--- src/rtl/dual_issue_pairer.sv ---
module dual_issue_pairer #(
  parameter int RW = 5,
  parameter int TW = 4
) (
  input  logic                 clk,
  input  logic                 rst_n,
  input  logic [1:0]           in_valid,
  output logic [1:0]           in_ready,
  input  logic [1:0][TW-1:0]   in_tag,
  input  logic [1:0][RW-1:0]   in_dst,
  input  logic [1:0][RW-1:0]   in_src_a,
  input  logic [1:0][RW-1:0]   in_src_b,
  input  logic [1:0]           in_fp,
  input  logic [1:0]           in_disp,
  input  logic [1:0]           in_imm,
  input  logic [1:0]           in_cplx,
  input  logic                 stall_pri,
  input  logic                 stall_sec,
  output logic                 iss_pair,
  output logic                 iss_single,
  output logic [TW-1:0]        pri_tag,
  output logic [TW-1:0]        sec_tag
);
  typedef struct packed {
    logic [TW-1:0] tag;
    logic [RW-1:0] dst;
    logic [RW-1:0] sa;
    logic [RW-1:0] sb;
    logic          fp;
    logic          disp;
    logic          imm;
    logic          cplx;
  } ins_t;

  ins_t s0, s1, ln0, ln1;
  logic v0, v1;
  logic stall, dep, clean, can_pair, acc0, acc1;
  logic [1:0] kept;

  assign ln0 = {in_tag[0], in_dst[0], in_src_a[0], in_src_b[0],
                in_fp[0], in_disp[0], in_imm[0], in_cplx[0]};
  assign ln1 = {in_tag[1], in_dst[1], in_src_a[1], in_src_b[1],
                in_fp[1], in_disp[1], in_imm[1], in_cplx[1]};

  assign stall    = stall_pri | stall_sec;
  assign dep      = (s0.dst != '0) &&
                    (s0.dst == s1.sa || s0.dst == s1.sb || s0.dst == s1.dst);
  assign clean    = !(s0.disp | s0.imm | s1.disp | s1.imm);
  assign can_pair = v1 && !dep && clean && (s0.fp == s1.fp) && !s1.cplx;

  assign iss_pair   = v0 & can_pair & !stall;
  assign iss_single = v0 & !can_pair & !stall;
  assign pri_tag    = s0.tag;
  assign sec_tag    = s1.tag;

  always_comb begin
    if (stall)           kept = {1'b0, v0} + {1'b0, v1};
    else if (iss_single) kept = {1'b0, v1};
    else                 kept = 2'd0;
  end

  assign in_ready[0] = (kept != 2'd2);
  assign in_ready[1] = (kept == 2'd0);
  assign acc0 = in_valid[0] & in_ready[0];
  assign acc1 = in_valid[1] & in_ready[1] & acc0;

  always_ff @(posedge clk) begin
    if (!rst_n) begin
      v0 <= 1'b0;
      v1 <= 1'b0;
      s0 <= '0;
      s1 <= '0;
    end else begin
      case (kept)
        2'd2: ;
        2'd1: begin
          if (!stall) s0 <= s1;
          v0 <= 1'b1;
          v1 <= acc0;
          if (acc0) s1 <= ln0;
        end
        default: begin
          v0 <= acc0;
          v1 <= acc1;
          if (acc0) s0 <= ln0;
          if (acc1) s1 <= ln1;
        end
      endcase
    end
  end
endmodule


--- config.mk ---
export PLATFORM = sky130hd
export DESIGN_NAME = dual_issue_pairer
export DESIGN_NICKNAME = d
export VERILOG_FILES = /design/src/rtl/dual_issue_pairer.sv
export SDC_FILE = /design/constraint.sdc
export NUM_CORES = 1
export LEC_CHECK = 0
export BUFFER_PORTS_ARGS = -buffer_cell sky130_fd_sc_hd__buf_2
export CELL_PAD_IN_SITES_DETAIL_PLACEMENT = 2
export CELL_PAD_IN_SITES_GLOBAL_PLACEMENT = 2
export CORE_MARGIN = 5
export CORE_UTILIZATION = 32
export CTS_CLUSTER_DIAMETER = 30
export DETAILED_ROUTE_END_ITERATION = 10
export PLACE_DENSITY = 0.85
export RECOVER_POWER = 100
export REMOVE_ABC_BUFFERS = 1
export SLEW_MARGIN = 20
export SYNTH_ARGS = -nofsm -noshare
export SYNTH_HDL_FRONTEND = slang
export SYNTH_SLANG_ARGS = --single-unit
export TNS_END_PERCENT = 1
--- constraint.sdc ---
create_clock -name clk -period 2.99 [get_ports clk]
set_clock_uncertainty 0.05 [all_clocks]
set_input_delay 0.1495 -clock clk [delete_from_list [all_inputs] [get_ports clk]]
set_output_delay 0.1495 -clock clk [all_outputs]
set_load 0.03 [all_outputs]
==> impl_metrics.csv, run 1 <==
group,metric,value,unit
floorplan,initial_core_util,0.3285,
sta,setup_viol,0,
worst_setup_path,path_max_fanout,14,
worst_setup_path,cp-start-kind,"flop",
worst_setup_path,critPathArrivalTime,2760,ps
floorplan,io_pins,64,
yosys,synth_area_leader_cell,"dfxtp_1",
sta,period_share,0.8750,
global_route,grt_max_degree,57,
yosys,synth_edf_count,0,
clock_network,clockBufferDepth,2,
cells_and_area,fill_cells,907,
global_route,grt_util_met2,0.3187,
global_route,grt_pass1_wl,14100,um
placement,placed_area,2851,um2
yosys,synth.top_cell.area_share,0.2934,
yosys,syn_inst,277,
global_route,met3_usage,0.03539,
floorplan,fp-row-count,32,
detailed_routing,drt-wirelength-per-cell,19.91,um
floorplan,die_area,9766,um2
clock_network,cts_tree,"yes",
placement,port_buffers,63,
sta,finalMaxSlewViolations,0,
sta,relSlewSlack,0.5129,
worst_setup_path,required,3130,ps
detailed_routing,routed-via-count,2375,
clock_network,cts_max_level,2,
cells_and_area,mostFrequentLayoutCell,"buf_2",
detailed_routing,vias_per_cell,5.641,
yosys,ys_ff_latch,37,
worst_setup_path,crit_top_cell,"nand2_1",
detailed_routing,firstDrtPassIters,4,
placement,dp_hpwl,5680,um
global_route,use_met1,0.2146,
sta,fin_crit,2616,ps
global_route,antenna_found_initial,0,
min_path,hp-class,"input pin to flop",
clock_network,clock-sinks,37,
sta,rsz0062_at_grt,"no",
global_route,grt_overflow,0,
clock_network,ctsResizeCount,0,
yosys,syn_area,2525,um2
cells_and_area,most-common-layout-cells,"51 x buf_2, 37 x dfxtp_1, 26 x and3_1, 23 x a21o_1, 22 x o311a_1",
clock_network,post_cts_buffers,0,
yosys,synth.yosys.seq_area_share,0.2934,
clock_network,clk_root_buffer_cell,"clkbuf_8",
cells_and_area,drive_gt1_frac,0.2445,
clock_network,numCtsBuffers,5,
global_route,grtUsageTotal,0.1779,
clock_network,clkLatencyLatePin,300,ps
global_route,grt_busiest_layer,"met2",
cells_and_area,final_area,2949,um2
yosys,postSynthAreaPerCell,9.115,um2
worst_setup_path,criticalPathCategory,"flop to flop",
status,outcome,"finished clean",
run,cap_violations,0,
sta,tightest_slew,730.7,ps
worst_setup_path,crit_path_max_incr_delay,680,ps
global_route,grt_pass1_vias,2718,
yosys,ys_warn_count,0,
yosys,synthFlopType,"dfxtp_1",
detailed_routing,ant_nets,0,
detailed_routing,drc,0,
pwr,leakage,1.350,nW
worst_setup_path,path_cells,"xnor2_1, nand2_1, nor3_1, o31a_1, nand2_1, o221a_1",
sta,setup-tns-final,0,ps
yosys,synth_cell_types,48,
pwr,power_density,556.1,nW/um2
clock_network,clk_pin_slew,90,ps
cells_and_area,instances_no_fill,421,
cells_and_area,nets,371,
worst_setup_path,slowest_stage,"o31a_1",
pwr,peakVddDrop,0.2629,mV
clock_network,postCtsHoldBufs,0,
placement,place_congestion,0.8013,
worst_setup_path,worst_setup_path_end_kind,"flop",
floorplan,core_area,7687,um2
detailed_routing,wl,8383,um
sta,fmax,0.3822,GHz
floorplan,fp.dieW,98.83,um
detailed_routing,drtIter0Drc,66,
cells_and_area,postLayoutCoreUtil,0.3836,
yosys,postSynth.asyncResetShare,0,
floorplan,die_h,98.83,um
yosys,ys_top_cells_by_area,"dfxtp_1 29%, o311a_1 8.7%, a21o_1 6.8%",
sta,hold_viol,0,
placement,dp_cells,413,
cells_and_area,syn2layout_area_growth,16.80,%
cells_and_area,diodes,0,
==> layout make-up <==
cell class,instances,area [um2],share of cell area
clock buffer,5,68.82,0.02333
tap,102,127.6,0.04328
sequential,37,740.7,0.2512
multi-input combinational,201,1595,0.5409
timing repair buffer,69,355.3,0.1205
inverter,4,15.01,0.005091
clock inverter,3,46.29,0.01570
==> where the power goes <==
group / switching, mW / total (mW) / internal [mW]
clock: 0.209 / 0.459 / 0.250
combinational: 0.329 / 0.570 / 0.241
sequential: 0.0595 / 0.611 / 0.551
==> cell families after synthesis <==
family,synth area share
AOI/OAI and AO/OA,0.4059
and+or+nand+nor,0.1596
buffers and inverters,0.07730
DFF,0.2934
xor gates and xnor gates,0.05897
adders and majority gates,0.004955
==> sequential cells by signal, indices dropped and copies added (netlist names) <==
name	cells
sec_tag	4
s1	19
pri_tag	4
v1	1
v0	1
s0	8
==> cell usage after synthesis (2+ instances only) <==
master,instances
dfxtp_1,37
a21boi_0,16
o221a_1,7
nor2_1,8
nand2b_1,2
inv_1,4
and3_1,26
o21a_1,4
nor3_1,2
buf_2,6
a21boi_1,18
nand2_1,12
o311a_1,22
buf_4,9
a21oi_1,5
or4_4,2
clkbuf_1,18
o31a_1,5
a31o_1,5
nand3_1,4
xnor2_1,16
a21o_1,23
==> critical path: cells and delay by family, from the launching register on <==
kind	cells	cell delay, ps
compound gates	2	920
flops	1	570
simple gates	3	780
xor+xnor	1	180
==> path summary, 6_finish.rpt <==
kind,slack [ps],cells past startpoint,to,from
hold / removal,60,3,v0,in_valid[0]
hold reg to reg,450,2,v1,v1
setup / recovery,370,6,s0[1],s0[14]
setup reg to reg,370,6,s0[1],s0[14]
==> per-stage QoR <==
stage                     power (mW)  hold WS, ps  worst slack [ps]
after global placement         1.166        361.9             564.5
after CTS                      1.663        51.92             391.0
final                          1.640        58.41             373.7
after floorplan                1.006        220.0            -65.01
after global routing           1.733        103.3             227.1
after detailed placement       1.195        369.6             446.7
==> metal layers <==
metal	vias up	part of all wire
li1	1136	-
met5	-	0
met2	45	0.51
met1	1186	0.45
met4	0	0.014
met3	8	0.034
No activity file was read; power rests on OpenSTA's default activity.
==> run 2, diff against run 1 <==
- CAP_MARGIN: not set -> 30
- CORE_ASPECT_RATIO: not set -> 0.7
==> impl_metrics.csv, run 2 (synthesized netlist as in run 1, its figures left out) <==
group,metric,value,unit
floorplan,io_pins,64,
global_route,grt_max_degree,38,
cells_and_area,most-common-layout-cells,"51 x buf_2, 37 x dfxtp_1, 26 x and3_1, 23 x a21o_1",
sta,fmax,0.3628,GHz
global_route,antenna_found_initial,0,
worst_setup_path,reg2reg_depth,7,
detailed_routing,ant_nets,0,
worst_setup_path,r2r-end,"s1[1]",
global_route,grt_overflow,0,
pwr,power,1.708,mW
detailed_routing,drtIter0Drc,83,
pwr,peakVddDrop,0.2785,mV
placement,dp_cells,417,
pwr,intPower,1.108,mW
worst_setup_path,path_max_fanout,30,
detailed_routing,firstDrtPassIters,4,
sta,setup-tns-final,0,ps
placement,place_congestion,0.8213,
clock_network,cts_tree,"yes",
detailed_routing,met3_length,400,um
worst_setup_path,r2r-start,"s0[14]",
cells_and_area,drive_gt1_frac,0.2377,
cells_and_area,seqCellArea,740.7,um2
floorplan,core_area,7770,um2
cells_and_area,largest_register_ffs,19,
detailed_routing,wl_met2,4214,um
worst_setup_path,cp_num_buf_inv,2,
detailed_routing,routed-via-count,2435,
worst_setup_path,path_cells,"xnor2_1, nand2_1, o22a_1, o211ai_4, buf_4, a21oi_1, clkbuf_2",
clock_network,cts_max_level,2,
pwr,power_density,573.5,nW/um2
global_route,grtUsageTotal,0.1889,
worst_setup_path,cp-start-kind,"flop",
min_path,min_to,"v0",
floorplan,die_area,9795,um2
worst_setup_path,critPathArrivalTime,2560,ps
worst_setup_path,slowest_stage,"o211ai_4",
status,outcome,"finished clean",
worst_setup_path,worst_setup_path_end_kind,"primary output",
clock_network,post_cts_buffers,0,
detailed_routing,wl_met1,4387,um
worst_setup_path,crit_cells,7,
sta,hold_viol,0,
sta,relSlewSlack,0.5009,
clock_network,numCtsBuffers,5,
pwr,leakage,1.370,nW
placement,port_buffers,63,
placement,dp_hpwl,6337,um
worst_setup_path,required,2790,ps
clock_network,clkLatencyLatePin,280,ps
cells_and_area,regMostFlops,"s1",
clock_network,clock-sinks,37,
cells_and_area,mostFrequentLayoutCell,"buf_2",
min_path,worstHoldStart,"in_valid[0]",
detailed_routing,drt-wirelength-per-cell,21.31,um
clock_network,postCtsHoldBufs,0,
sta,fin_crit,2756,ps
detailed_routing,wl,9078,um
worst_setup_path,rrSetupSlack,260,ps
cells_and_area,nets,376,
sta,rsz0062_at_grt,"no",
min_path,hp-class,"input pin to flop",
worst_setup_path,criticalPathCategory,"flop to primary output",
clock_network,clk_root_buffer_cell,"clkbuf_16",
cells_and_area,fill_cells,880,
run,cap_violations,0,
floorplan,die_h,84.32,um
global_route,grt_pass1_wl,14660,um
pwr,switching_power,600.5,uW
sta,setup_viol,0,
pwr,p_seq_frac,0.360,
clock_network,ctsResizeCount,0,
floorplan,fp.dieW,116.2,um
sta,finalMaxSlewViolations,0,
detailed_routing,vias_per_cell,5.716,
cells_and_area,instances_no_fill,426,
cells_and_area,syn2layout_area_growth,17.99,%
worst_setup_path,crit_path_max_incr_delay,620,ps
pwr,clock_power_share,0.301,
detailed_routing,top_layer,"met4",
cells_and_area,top_regs,"s1: 19 flops, s0: 8 flops",
clock_network,clk_pin_slew,60,ps
global_route,grt_pass1_vias,2730,
pwr,p_sw_frac,0.3515,
clock_network,clockBufferDepth,2,
pwr,p_comb_frac,0.339,
sta,period_share,0.9218,
cells_and_area,multi_input_comb_area,1587,um2
min_path,min_path_cells,3,
detailed_routing,drc,0,
sta,tightest_slew,745.1,ps
worst_setup_path,cp_top_family,"compound AO/OA/AOI/OAI gates",
floorplan,initial_core_util,0.3250,
sta,holdWs,87.68,ps
floorplan,fp-row-count,27,
## run 2: cell count changes in the layout (fill, tap and decap cells not counted), sizes merged
cell      delta
clkinv       -1
bufinv       -1
diode        +1
clkbuf       +6
buf          +2
clkinvlp     -1
## run 2: how the worst max path moves through the flow
| stage | slack [ps] | startpoint | end |
|---|---|---|---|
| floorplan | -70 | v1 | s1[0] |
| global placement | 520 | s0[18] | s0[1] |
| detailed placement | 410 | s0[14] | s1[8] |
| CTS | 210 | s0[14] | in_ready[1] |
| global route | 50 | v1 | pri_tag[2] |
| finish | 230 | s0[14] | in_ready[1] |
## run 2: cell type report
| class | count | area share |
|---|---|---|
| clock buffer | 8 | 0.04578 |
| tap | 101 | 0.04242 |
| multi-input combinational | 201 | 0.5325 |
| sequential | 37 | 0.2486 |
| inverter | 4 | 0.005040 |
| timing repair buffer | 74 | 0.1247 |
| antenna | 1 | 0.0008400 |
## run 2: per-stage QoR
stage                       util  worst slack, ps  area [um2]
final                     0.3834            233.8        2979
after global routing      0.3831            46.12        2977
after CTS                 0.3876            206.9        3012
after detailed placement  0.3700            410.1        2875
after global placement    0.3700            524.3        2875
after floorplan                -           -65.01        2345
## run 2: routing by layer
metal  up-vias  track usage
li1       1149            -
met1      1216       0.2561
met2        62       0.3123
met3         8      0.03890
met4         0      0.03477
met5         -            0
## run 2: worst register-to-register path, cell delays in order, from the launching register on
cell and delay [ps]:
dfxtp_1 560, xnor2_1 170, nand2_1 120, or3_4 430
o2111ai_1 180, nand2_1 280, clkbuf_2 380, o311a_1 450
## run 2: power by group through the flow
| stage | Clock (mW) | Sequential (mW) | Combinational [mW] |
|---|---|---|---|
| 6_report | 0.514 | 0.616 | 0.579 |
| 3_5_place_dp | 0 | 0.626 | 0.585 |
| 2_1_floorplan | 0 | 0.631 | 0.374 |
| 3_3_place_gp | 0 | 0.620 | 0.560 |
| 4_1_cts | 0.530 | 0.616 | 0.595 |
| 5_1_grt | 0.556 | 0.623 | 0.631 |
